==> config.mk <==
export PLATFORM = sky130hd
export DESIGN_NAME = wake_refcount_seq
export DESIGN_NICKNAME = d
export VERILOG_FILES = /design/src/rtl/wake_refcount_seq.sv
export SDC_FILE = /design/constraint.sdc
export NUM_CORES = 1
export LEC_CHECK = 0
export BUFFER_PORTS_ARGS = -buffer_cell sky130_fd_sc_hd__buf_2
export CORE_MARGIN = 3
export CORE_UTILIZATION = 52
export CTS_CLUSTER_DIAMETER = 150
export DETAILED_ROUTE_END_ITERATION = 16
export PLACE_DENSITY = 0.74
export SYNTH_ARGS = -nofsm -noshare
export SYNTH_HDL_FRONTEND = slang
export SYNTH_SLANG_ARGS = --single-unit
==> constraint.sdc <==
create_clock -name clk -period 4.1 [get_ports clk]
set_clock_uncertainty 0.2 [all_clocks]
set_input_delay 0.82 -clock clk [delete_from_list [all_inputs] [get_ports clk]]
set_output_delay 0.82 -clock clk [all_outputs]
set_load 0.03 [all_outputs]
==> src/rtl/wake_refcount_seq.sv <==
module wake_refcount_seq #(
  parameter int NDOM        = 16,
  parameter int CNT_W       = 8,
  parameter int TIMEOUT_CYC = 2500000,
  localparam int IDX_W      = (NDOM > 1) ? $clog2(NDOM) : 1
)(
  input  logic             clk,
  input  logic             rst_n,
  input  logic             cmd_valid,
  input  logic             cmd_put,
  input  logic [NDOM-1:0]  cmd_mask,
  input  logic [NDOM-1:0]  present,
  output logic             busy,
  output logic             done,
  output logic             err,
  output logic [NDOM-1:0]  awake,
  output logic             wr_en,
  output logic [IDX_W-1:0] wr_dom,
  output logic [31:0]      wr_data,
  input  logic [NDOM-1:0]  ack
);
  localparam int TMR_W = $clog2(TIMEOUT_CYC + 1);
  localparam logic [CNT_W-1:0] CNT_ONE = CNT_W'(1);

  typedef enum logic [1:0] {S_IDLE, S_WR, S_WAIT} st_t;

  st_t              st;
  logic [IDX_W-1:0] idx;
  logic             put_q;
  logic [NDOM-1:0]  sel_q, chg;
  logic [TMR_W-1:0] tmr;
  logic [CNT_W-1:0] cnt [NDOM];

  wire last   = (idx == IDX_W'(NDOM - 1));
  wire zero   = (cnt[idx] == '0);
  wire full   = (&cnt[idx]);
  wire ack_ok = (ack[idx] == !put_q);
  wire expire = (tmr == TMR_W'(TIMEOUT_CYC - 1));

  assign busy = (st != S_IDLE);

  always_ff @(posedge clk or negedge rst_n) begin
    if (!rst_n) begin
      st      <= S_IDLE;
      idx     <= '0;
      put_q   <= 1'b0;
      sel_q   <= '0;
      chg     <= '0;
      tmr     <= '0;
      done    <= 1'b0;
      err     <= 1'b0;
      awake   <= '0;
      wr_en   <= 1'b0;
      wr_dom  <= '0;
      wr_data <= '0;
      for (int i = 0; i < NDOM; i++) cnt[i] <= '0;
    end else begin
      done  <= 1'b0;
      wr_en <= 1'b0;
      case (st)
        S_IDLE: if (cmd_valid) begin
          st    <= S_WR;
          idx   <= '0;
          put_q <= cmd_put;
          sel_q <= cmd_mask & present;
          chg   <= '0;
          err   <= 1'b0;
        end
        S_WR: begin
          if (sel_q[idx]) begin
            if (!put_q) begin
              if (full) err <= 1'b1;
              else begin
                cnt[idx] <= cnt[idx] + CNT_ONE;
                if (zero) begin
                  wr_en    <= 1'b1;
                  wr_dom   <= idx;
                  wr_data  <= 32'h0001_0001;
                  chg[idx] <= 1'b1;
                end
              end
            end else begin
              if (zero) err <= 1'b1;
              else begin
                cnt[idx] <= cnt[idx] - CNT_ONE;
                if (cnt[idx] == CNT_ONE) begin
                  wr_en    <= 1'b1;
                  wr_dom   <= idx;
                  wr_data  <= 32'h0001_0000;
                  chg[idx] <= 1'b1;
                end
              end
            end
          end
          if (last) begin
            st  <= S_WAIT;
            idx <= '0;
            tmr <= '0;
          end else idx <= idx + 1'b1;
        end
        S_WAIT: begin
          if (!chg[idx] || ack_ok || expire) begin
            if (chg[idx] && !ack_ok) err <= 1'b1;
            tmr <= '0;
            if (last) begin
              st    <= S_IDLE;
              done  <= 1'b1;
              awake <= put_q ? (awake & ~chg) : (awake | chg);
            end else idx <= idx + 1'b1;
          end else tmr <= tmr + 1'b1;
        end
        default: st <= S_IDLE;
      endcase
    end
  end

  AST_WORD_FORMAT: assert property (@(posedge clk) disable iff (!rst_n)
    wr_en |-> (wr_data[31:1] == 31'h0000_8000));
  AST_WAKE_FROM_ASLEEP: assert property (@(posedge clk) disable iff (!rst_n)
    (wr_en && wr_data[0]) |-> !awake[wr_dom]);
  AST_SLEEP_FROM_AWAKE: assert property (@(posedge clk) disable iff (!rst_n)
    (wr_en && !wr_data[0]) |-> awake[wr_dom]);
  AST_AWAKE_ONLY_AT_DONE: assert property (@(posedge clk) disable iff (!rst_n)
    !done |-> $stable(awake));
  AST_DONE_ENDS_BUSY: assert property (@(posedge clk) disable iff (!rst_n)
    done |-> !busy);
  AST_BUSY_FROM_CMD: assert property (@(posedge clk) disable iff (!rst_n)
    $rose(busy) |-> $past(cmd_valid));
  AST_DONE_PULSE: assert property (@(posedge clk) disable iff (!rst_n)
    done |=> !done);
endmodule

==> flow_summary_export.csv <==
group,metric,value,unit
clocking,cts_tree,"done",
synth,synth_area_leader_cell,"dfrtp_1",
setup_path,cp.arrival,3.98,ns
clocking,clk_pin_slew,0.06,ns
timing,finalSetupViolCount,0,
setup_path,r2r.worst_path.cells,13,
setup_path,critPathRequiredTime,4.28,ns
power,power.internal,4396,uW
global_routing,grt-busiest-layer,"met2",
detailed_routing,remaining_drc_errors,0,
setup_path,cp_max_fo,10,
detailed_routing,wl,24500,um
timing,fmax,263.1,MHz
global_routing,grt_usage,0.2094,
clocking,post_cts_resized,0,
detailed_routing,routed_via_density,5.707,
setup_path,reg2reg_to,"cnt[46]$_DFFE_PN0P_",
synth,ys_seq_elements,214,
cells_and_area,fill_cells,1629,
synth,synth-main-ff-cell,"dfrtp_1",
timing,drv_slew,0,
detailed_routing,dr.pass1.iters,5,
setup_path,crit_type,"reg2reg",
synth,synth_area_leaders,"dfrtp_1 (48%), mux2_4 (7.9%), mux4_2 (7.0%), mux2_2 (5.6%), mux4_1 (2.8%)",
synth,synthArstFlopShare,1.000,
clocking,clk_latency,0.50,ns
power,p_leak,0.006152,uW
run,cap_violations,0,
place,gp_congestion,0.8474,
die,die_y,153.1,um
timing,fin_crit_sh,0.9269,
clocking,cts_max_path_buffers,3,
global_routing,use_met1,0.2860,
setup_path,r2r-start,"idx[0]$_DFFE_PN0P_",
detailed_routing,post_drt_wl_per_cell,19.08,um
global_routing,grt_overflow,0,
power,p_sw,2418,uW
cells_and_area,final_core_util,0.6044,
cells_and_area,final_layout_size_suffix_gt1_frac,0.3538,
synth,synth-edff-count,0,
clocking,cts-root-buf,"clkbuf_16",
place,post-dp-hpwl,16900,um
die,die_w,153.1,um
power,clock_power_share,0.278,
timing,tns,0,ns
die,rows,53,
cells_and_area,layout_common_cells,"dfrtp_1 (212), nand2_1 (84), buf_2 (76)",
timing,slew_headroom,0.4035,
global_routing,grt_pass1_wl,40240,um
synth,synthDistinctLibCells,62,
synth,ys_warn_count,0,
clocking,htree_levels,1,
cells_and_area,n_antenna_cell,0,
cells_and_area,final_common_cell,"dfrtp_1",
global_routing,grt_pass1_vias,7556,
detailed_routing,num_vias,7328,
clocking,ctsHoldBuffers,0,
synth,syn_area,11250,um^2
cells_and_area,final_nets,1060,
detailed_routing,final_antenna_net_count,0,
global_routing,antenna_found_initial,0,
hold_path,hp-class,"in2async",
timing,rsz0062_at_grt,"no",
timing,fin_crit,3.800,ns
detailed_routing,initialDrtViolationCount,354,
timing,hold_viol,0,
power,pwr-share-seq,0.361,
die,start_util,0.5320,
clocking,cts_inserted_buffers,23,
synth,synth_top_cell_area_share,0.4759,
global_routing,grt_max_degree,111,
setup_path,end_kind,"register",
die,core_area,21150,um^2
die,die_area,23440,um^2
synth,syn_inst,883,
global_routing,grt_util_met3,0.02916,
power,peakVddDrop,0.4141,mV
place,port_buffers,77,
power,p_per_area,533.0,nW/um^2
clocking,clkSinkCount,214,
synth,syn_avg_cell_area,12.74,um^2
synth,ys_seq_area_frac,0.4759,
power,p_sw_frac,0.3549,
run_status,status,"completed",
setup_path,regToRegSetupSlack,0.30,ns
cells_and_area,area_growth,13.61,%
setup_path,start_kind,"register",
timing,worst-slew-pin-transition,0.8948,ns
global_routing,grt_use_met2,0.3575,
clocking,post_cts.repair.setup_buffers,0,
die,ios,108,
power,combPwrFrac,0.361,
==> worst max path at each step <==
stage | slack, ns | from | depth (start not counted) | to
after CTS | 0.28 | idx[0]$_DFFE_PN0P_ | 13 | cnt[43]$_DFFE_PN0P_
after global placement | 0.35 | idx[0]$_DFFE_PN0P_ | 9 | err$_DFFE_PN0P_
after floorplan | 0.02 | idx[0]$_DFFE_PN0P_ | 16 | cnt[22]$_DFFE_PN0P_
after detailed placement | 0.33 | idx[0]$_DFFE_PN0P_ | 13 | cnt[22]$_DFFE_PN0P_
final | 0.30 | idx[0]$_DFFE_PN0P_ | 13 | cnt[46]$_DFFE_PN0P_
after global routing | 0.14 | idx[0]$_DFFE_PN0P_ | 11 | cnt[62]$_DFFE_PN0P_
==> cell families (layout without fill, tap and decap cells) <==
family                     after synthesis  in the layout  synth area share
adders and majority gates               12             12           0.01334
DFF                                    214            214            0.4759
xor gates and xnor gates                20             20           0.01557
AOI/OAI and AO/OA                       97             97           0.05270
buffers and inverters                  109            206           0.06149
other                                    1             30         0.0003332
and+or+nand+nor                        228            228            0.1100
muxes                                  202            202            0.2707
==> critical path, cell delays in order, from the launching register on <==
cell and delay, ns:
dfrtp_2 0.41, buf_12 0.16, buf_4 0.22, mux4_2 0.52, a22o_1 0.23, a221oi_2 0.20
inv_1 0.10, ha_1 0.20, nand2b_1 0.09, or2b_1 0.14, nor3b_2 0.11, buf_12 0.18
nor3_4 0.54, mux2_4 0.36
==> layout make-up <==
| class | instances | area, um^2 | share of cell area |
|---|---|---|---|
| clock inverter | 7 | 38.79 | 0.003034 |
| timing repair buffer | 142 | 969.7 | 0.07585 |
| clock buffer | 31 | 645.6 | 0.05050 |
| multi-input combinational | 589 | 5331 | 0.4170 |
| sequential | 214 | 5358 | 0.4191 |
| tap | 275 | 344.1 | 0.02691 |
| inverter | 26 | 97.59 | 0.007634 |
==> stage by stage <==
stage	cell area (um^2)	hold WS (ns)	setup WS, ns	total power (uW)	instances
2_1_floorplan	11360	0.2446	0.02380	4070	912
3_3_place_gp	12100	0.2481	0.3496	4876	1246
3_5_place_dp	12100	0.2510	0.3324	4925	1246
4_1_cts	12780	0.2663	0.2842	6843	1284
5_1_grt	12780	0.2965	0.1423	7149	1284
6_report	12780	0.2272	0.2995	6814	1284
==> power by group through the flow <==
stage / combinational, uW / clock [uW] / sequential [uW]
after global routing: 2650 / 2000 / 2490
after detailed placement: 2430 / 0 / 2500
final: 2460 / 1890 / 2460
after global placement: 2380 / 0 / 2490
after CTS: 2450 / 1930 / 2460
after floorplan: 1590 / 0 / 2480
==> synthesized netlist by cell type (3+ instances only) <==
| library cell | n |
|---|---|
| nor2_1 | 43 |
| o31ai_1 | 5 |
| nand4_1 | 9 |
| mux2_4 | 59 |
| mux2_1 | 21 |
| o21ai_0 | 35 |
| buf_4 | 30 |
| and3_1 | 8 |
| a21oi_1 | 18 |
| nand3_1 | 24 |
| clkbuf_8 | 8 |
| nor3_1 | 6 |
| inv_1 | 26 |
| a22oi_1 | 8 |
| xnor2_1 | 11 |
| nor2b_1 | 3 |
| nor3_4 | 10 |
| and2_1 | 5 |
| xor2_1 | 9 |
| a31oi_1 | 17 |
| mux4_2 | 35 |
| or4_1 | 3 |
| mux2i_1 | 19 |
| mux4_1 | 12 |
| ha_1 | 12 |
| dfrtp_1 | 214 |
| clkbuf_1 | 30 |
| nand2_1 | 84 |
| buf_2 | 6 |
| nor3_2 | 6 |
| mux2_2 | 56 |
| nand2b_1 | 7 |
==> metal layers <==
metal,routed length (um),up-vias
li1,-,3338
met1,10660,3724
met2,12130,218
met3,1165,48
met4,549,0
met5,0,-
Note: power is estimated with default switching activity, not from simulation.
